### config.mk
export PLATFORM = sky130hd
export DESIGN_NAME = burst_col_gen
export DESIGN_NICKNAME = d
export VERILOG_FILES = /design/src/rtl/bcg_pkg.sv /design/src/rtl/bcg_len_decode.sv /design/src/rtl/bcg_addr_step.sv /design/src/rtl/burst_col_gen.sv
export SDC_FILE = /design/constraint.sdc
export NUM_CORES = 1
export LEC_CHECK = 0
export BUFFER_PORTS_ARGS = -buffer_cell sky130_fd_sc_hd__buf_2
export CORE_MARGIN = 2
export CORE_UTILIZATION = 30
export DETAILED_ROUTE_END_ITERATION = 16
export REMOVE_ABC_BUFFERS = 1
export SLEW_MARGIN = 20
export SYNTH_ARGS = -nofsm -noshare
export SYNTH_HDL_FRONTEND = slang
export SYNTH_SLANG_ARGS = --single-unit
### constraint.sdc
create_clock -name clk -period 2.7 [get_ports clk]
set_input_delay 0.27 -clock clk [delete_from_list [all_inputs] [get_ports clk]]
set_output_delay 0.27 -clock clk [all_outputs]
set_load 0.005 [all_outputs]
### src/rtl/bcg_pkg.sv
package bcg_pkg;
   // The 3-bit length code can express at most eight beats in fixed-length mode.
   localparam int unsigned LOG_MAX = 3;
   localparam int unsigned LG_W    = $clog2(LOG_MAX + 1);

   typedef struct packed {
      logic            rsvd;  // code not usable with this ordering
      logic            full;  // run until stopped
      logic [LG_W-1:0] lg;    // log2 of the burst length
   } len_dec_t;
endpackage

### src/rtl/bcg_len_decode.sv
module bcg_len_decode
   import bcg_pkg::*;
(
   input  logic [2:0] code_i,
   input  logic       ileave_i,
   input  logic       force_one_i,
   output len_dec_t   dec_o
);
   logic code_full;

   assign code_full = (code_i == 3'b111);

   always_comb begin
      dec_o.rsvd = code_i[2] & ~(code_full & ~ileave_i);
      dec_o.full = code_full & ~ileave_i & ~force_one_i;
      dec_o.lg   = force_one_i ? '0 : LG_W'(code_i[1:0]);
   end
endmodule

### src/rtl/bcg_addr_step.sv
module bcg_addr_step
   import bcg_pkg::*;
#(
   parameter int unsigned COL_W = 9
) (
   input  logic [COL_W-1:0] base_i,
   input  logic [COL_W-1:0] cnt_i,
   input  logic [LG_W-1:0]  lg_i,
   input  logic             ileave_i,
   input  logic             full_i,
   output logic [COL_W-1:0] col_o
);
   logic [COL_W-1:0] sum;

   // The low bits of a plain sum never see carries from above, so the same
   // adder serves both the wrapping window and the full-row walk.
   assign sum = base_i + cnt_i;

   generate
      for (genvar i = 0; i < COL_W; i++) begin : g_bit
         if (i < LOG_MAX) begin : g_win
            logic in_win;
            assign in_win   = (i < int'(lg_i));
            assign col_o[i] = full_i ? sum[i]
                            : in_win ? (ileave_i ? (base_i[i] ^ cnt_i[i]) : sum[i])
                            : base_i[i];
         end else begin : g_hi
            assign col_o[i] = full_i ? sum[i] : base_i[i];
         end
      end
   endgenerate
endmodule

### src/rtl/burst_col_gen.sv
module burst_col_gen
   import bcg_pkg::*;
#(
   parameter int unsigned COL_W = 9
) (
   input  logic             clk,
   input  logic             rst_n,
   input  logic             start_i,
   input  logic [COL_W-1:0] start_col_i,
   input  logic [2:0]       len_code_i,
   input  logic             ileave_i,
   input  logic             is_write_i,
   input  logic             single_wr_i,
   input  logic             stop_i,
   output logic [COL_W-1:0] col_o,
   output logic             valid_o,
   output logic             last_o,
   output logic             err_o
);
   initial begin
      assert (COL_W > LOG_MAX)
         else $error("COL_W must exceed the widest burst window");
   end

   len_dec_t         dec;
   logic             busy_q, ilv_q, full_q, err_q;
   logic [COL_W-1:0] base_q, cnt_q, end_cnt;
   logic [LG_W-1:0]  lg_q;
   logic             accept, at_end;

   bcg_len_decode u_dec (
      .code_i      (len_code_i),
      .ileave_i    (ileave_i),
      .force_one_i (is_write_i & single_wr_i),
      .dec_o       (dec)
   );

   bcg_addr_step #(.COL_W(COL_W)) u_addr (
      .base_i   (base_q),
      .cnt_i    (cnt_q),
      .lg_i     (lg_q),
      .ileave_i (ilv_q),
      .full_i   (full_q),
      .col_o    (col_o)
   );

   assign accept  = start_i & ~busy_q & ~dec.rsvd;
   assign end_cnt = COL_W'((1 << lg_q) - 1);
   assign at_end  = ~full_q & (cnt_q == end_cnt);
   assign last_o  = busy_q & (at_end | stop_i);
   assign valid_o = busy_q;
   assign err_o   = err_q;

   always_ff @(posedge clk or negedge rst_n) begin
      if (!rst_n) begin
         busy_q <= 1'b0;
         ilv_q  <= 1'b0;
         full_q <= 1'b0;
         err_q  <= 1'b0;
         base_q <= '0;
         cnt_q  <= '0;
         lg_q   <= '0;
      end else begin
         err_q <= start_i & ~busy_q & dec.rsvd;
         if (accept) begin
            busy_q <= 1'b1;
            base_q <= start_col_i;
            cnt_q  <= '0;
            lg_q   <= dec.lg;
            ilv_q  <= ileave_i;
            full_q <= dec.full;
         end else if (busy_q) begin
            if (last_o) busy_q <= 1'b0;
            else        cnt_q  <= cnt_q + 1'b1;
         end
      end
   end

   // first beat carries the requested column one cycle later
   p_first_beat_r10: assert property (@(posedge clk) disable iff (!rst_n)
      accept |=> (valid_o && col_o == $past(start_col_i)));

   // a reserved request flags an error and starts nothing
   p_reject_r8: assert property (@(posedge clk) disable iff (!rst_n)
      (start_i && !valid_o && dec.rsvd) |=> (err_o && !valid_o));

   // after the final beat the block is idle
   p_last_closes_r6: assert property (@(posedge clk) disable iff (!rst_n)
      last_o |=> !valid_o);

   // beats are contiguous until the final one
   p_no_gap_r2: assert property (@(posedge clk) disable iff (!rst_n)
      (valid_o && !last_o) |=> valid_o);

   // forced single write ends on its first beat
   p_single_wr_r7: assert property (@(posedge clk) disable iff (!rst_n)
      (accept && is_write_i && single_wr_i) |=> last_o);

   // outside full-page mode the bits above the window never move
   p_window_hi_r3: assert property (@(posedge clk) disable iff (!rst_n)
      (valid_o && !full_q && $past(valid_o && !last_o))
         |-> (col_o[COL_W-1:LOG_MAX] == $past(col_o[COL_W-1:LOG_MAX])));
endmodule

==> impl_metrics.tcl <==
set metrics [dict create \
    skew_ps 4.89 \
    place.gp.congestion 0.818 \
    grt_max_degree 25 \
    port_buffers 30 \
    cap_viol_max_count 0 \
    core_um2 5170 \
    vias 1461 \
    synthFlopType "dfrtp_1" \
    drive_above_1_share 0.219 \
    drtPass1Iterations 4 \
    dpl.hpwl_um 2770 \
    p_leak_nw 0.954 \
    rows 26 \
    drcViolationCount 0 \
    r2r-end "cnt_q[0]" \
    crit_start "cnt_q[0]" \
    place_ws_ps 259 \
    wl_um 3770 \
    finalWorstSetupSlack_ps 93.5 \
    worstRegToRegCells 4 \
    max_slew_margin 0.522 \
    r2r_slack_ps 920 \
    dpl.cell_count 290 \
    rsz0062_at_grt "yes" \
    syn_avg_cell_area_um2 8.44 \
    path_clk_slew_ps 90 \
    powerDensity_nw_per_um2 722 \
    slew_viol_final 0 \
    synth-seq-cells 24 \
    start_util 0.315 \
    netlist_area_um2 1630 \
    cp_slowest_cell "dfrtp_2" \
    holdWs_ps 180 \
    ioPinCount 31 \
    grtUsageMet2 0.222 \
    max_stage_delay_ps 430 \
    status "completed" \
    cp.arrival_ps 2340 \
    start_kind "register" \
    wl_per_cell_um 12.6 \
    drtIter0Drc 57 \
    crit_end "col_o[8]" \
    fin_crit_sh 0.965 \
    gr-usage-met1 0.185 \
    clock_latency_ps 280 \
    diodes 0 \
    routed_via_density 4.90 \
    grt_pass1_vias 1429 \
    crit_path_max_fanout 3 \
    cts_max_level 1 \
    cts_buffers 3 \
    hold_viol 0 \
    antenna_found_initial 0 \
    yosys.cell_types.count 39 \
    cts_tree "built" \
    busiest_layer "met2" \
    post-route-min-period_ps 2610 \
    cts.sinks 24 \
    synth-async-reset-ratio 1.00 \
    fin_util 0.386 \
    clock-root-buffer "clkbuf_8" \
    grt_pass1_wl_um 6530 \
    die_w_um 77.7 \
    yosys_warnings 0 \
    die-area_um2 6040 \
    timing_worst_setup_path_type "register to output pin" \
    setup_viol 0 \
    end_kind "output pin" \
    use_met3 0.0256 \
    hold_path_startpoint "start_col_i[6]" \
    hold_class "primary input to register" \
    syn_inst 193 \
    crit_chain "ha_4 -> inv_2 -> fa_2 -> nor2b_1 -> o31a_1 -> o21a_1 -> a2111o_1 -> o311ai_1 -> buf_2" \
    grt_overflow 0 \
    clock.fmax_mhz 384 \
    layoutNonFillerInstCount 298 \
    required_ps 2430 \
    regArea_um2 602 \
    die_h_um 77.7 \
    drtAntennaViolNets 0 \
    cts_buffer_depth 2 \
    r2r-start "full_q" \
    worst_pin_slew_ps 716 \
    yosysSeqAreaShare 0.369 \
    synth_edf_count 0 \
    ir_worst_vdd_v 0.000260 \
    multi_input_area_um2 1010 \
    fill_cells 530 \
    grt_use_total 0.136 \
    fin_nets 258 \
    area_growth_pct 22.4 \
]
## critical path: cells and delay by family (launching register included)
family                     cells  cell delay (ps)
buffers and inverters          2              210
and+or+nand+nor                1               60
AOI/OAI and AO/OA              4              980
adders and majority gates      2              380
DFF                            1              430
## cells in the mapped netlist (2+ instances only)
| library cell | instances | area [um2] |
|---|---|---|
| nand2_1 | 49 | 184 |
| dfrtp_1 | 24 | 601 |
| nor2_1 | 13 | 48.8 |
| ha_1 | 9 | 113 |
| a21oi_1 | 8 | 40.0 |
| inv_1 | 7 | 26.3 |
| nor3_1 | 6 | 30.0 |
| o21ai_0 | 6 | 30.0 |
| xor2_1 | 6 | 52.6 |
| mux2_2 | 5 | 56.3 |
| nor2b_1 | 5 | 31.3 |
| o211ai_1 | 5 | 37.5 |
| clkbuf_1 | 4 | 15.0 |
| mux2i_1 | 4 | 40.0 |
| nand2b_1 | 4 | 25.0 |
| nand3_1 | 4 | 20.0 |
| o21a_1 | 4 | 30.0 |
| nand3b_1 | 3 | 22.5 |
| xnor2_1 | 3 | 26.3 |
| a22oi_1 | 2 | 15.0 |
| and4_1 | 2 | 17.5 |
| o31ai_1 | 2 | 15.0 |
| o32ai_1 | 2 | 17.5 |
## repair_timing
action                                  in CTS  in global routing
hold buffers                                 1                  0
resized for setup                            3                  4
pin swaps                                    0                  4
endpoints found under the setup margin       1                  1
buffers inserted                             2                  1
endpoints found under the hold margin       14                  0
## routing by layer
layer / vias up / wire (um)
li1: 749 / -
met5: - / 0
met2: 26 / 1770
met1: 684 / 1820
met4: 0 / 27
met3: 2 / 148
## state kept, by name (all words and copies together), names as in the netlist
| name | flops |
|---|---|
| base_q | 9 |
| err_o | 1 |
| ilv_q | 1 |
| lg_q | 2 |
| full_q | 1 |
| valid_o | 1 |
| cnt_q | 9 |
## metrics by stage
stage	power, W	TNS, ps	instance area [um2]
floorplan	0.000887	0	1610
global placement	0.00107	0	1860
detailed placement	0.00108	0	1860
CTS	0.00144	0	1970
global route	0.00156	-18.2	1990
finish	0.00144	0	1990
## power breakdown
part	switching, W	internal (W)
Sequential	0.0000915	0.000432
Clock	0.000128	0.000199
Combinational	0.000296	0.000292
## kinds of logic (layout without fill, tap and decap cells)
| group | count (synthesis) | in the layout | share of synthesized area |
|---|---|---|---|
| AND/OR/NAND/NOR | 92 | 92 | 0.257 |
| buffers and inverters | 12 | 47 | 0.0284 |
| multiplexers | 9 | 9 | 0.0591 |
| AO/OA/AOI/OAI | 37 | 37 | 0.157 |
| adder cells (fa/ha/maj) | 10 | 10 | 0.0814 |
| flip-flops | 24 | 24 | 0.369 |
| XOR/XNOR | 9 | 9 | 0.0484 |
## how the worst min path moves through the flow
| stage | to | depth (start not counted) |
|---|---|---|
| after floorplan | base_q[0] | 0 |
| after global placement | lg_q[1] | 1 |
| after detailed placement | lg_q[1] | 1 |
| after CTS | base_q[6] | 3 |
| after global routing | base_q[6] | 3 |
| final | base_q[6] | 3 |
## cell type report
cell class / count / share of cell area
Multi-Input combinational cell: 157 / 0.506
Clock buffer: 3 / 0.0207
Inverter: 7 / 0.0132
Timing Repair Buffer: 36 / 0.0991
Clock inverter: 1 / 0.0151
Tap cell: 70 / 0.0439
Sequential cell: 24 / 0.302
## cells in the final DEF (no fill, tap or decap), drive strengths merged, types with 3 or more instances in the layout
cell type  instances
xnor2              3
o21ai              6
clkbuf             3
nor2b              5
inv                7
mux2               5
a21oi              8
dfrtp             24
o21a               4
mux2i              4
o211ai             5
nand2b             4
xor2               6
nand2             49
nand3              4
buf               35
ha                 9
nor3               6
nor2              13
nand3b             3
Note: power is estimated with default switching activity, not from simulation.
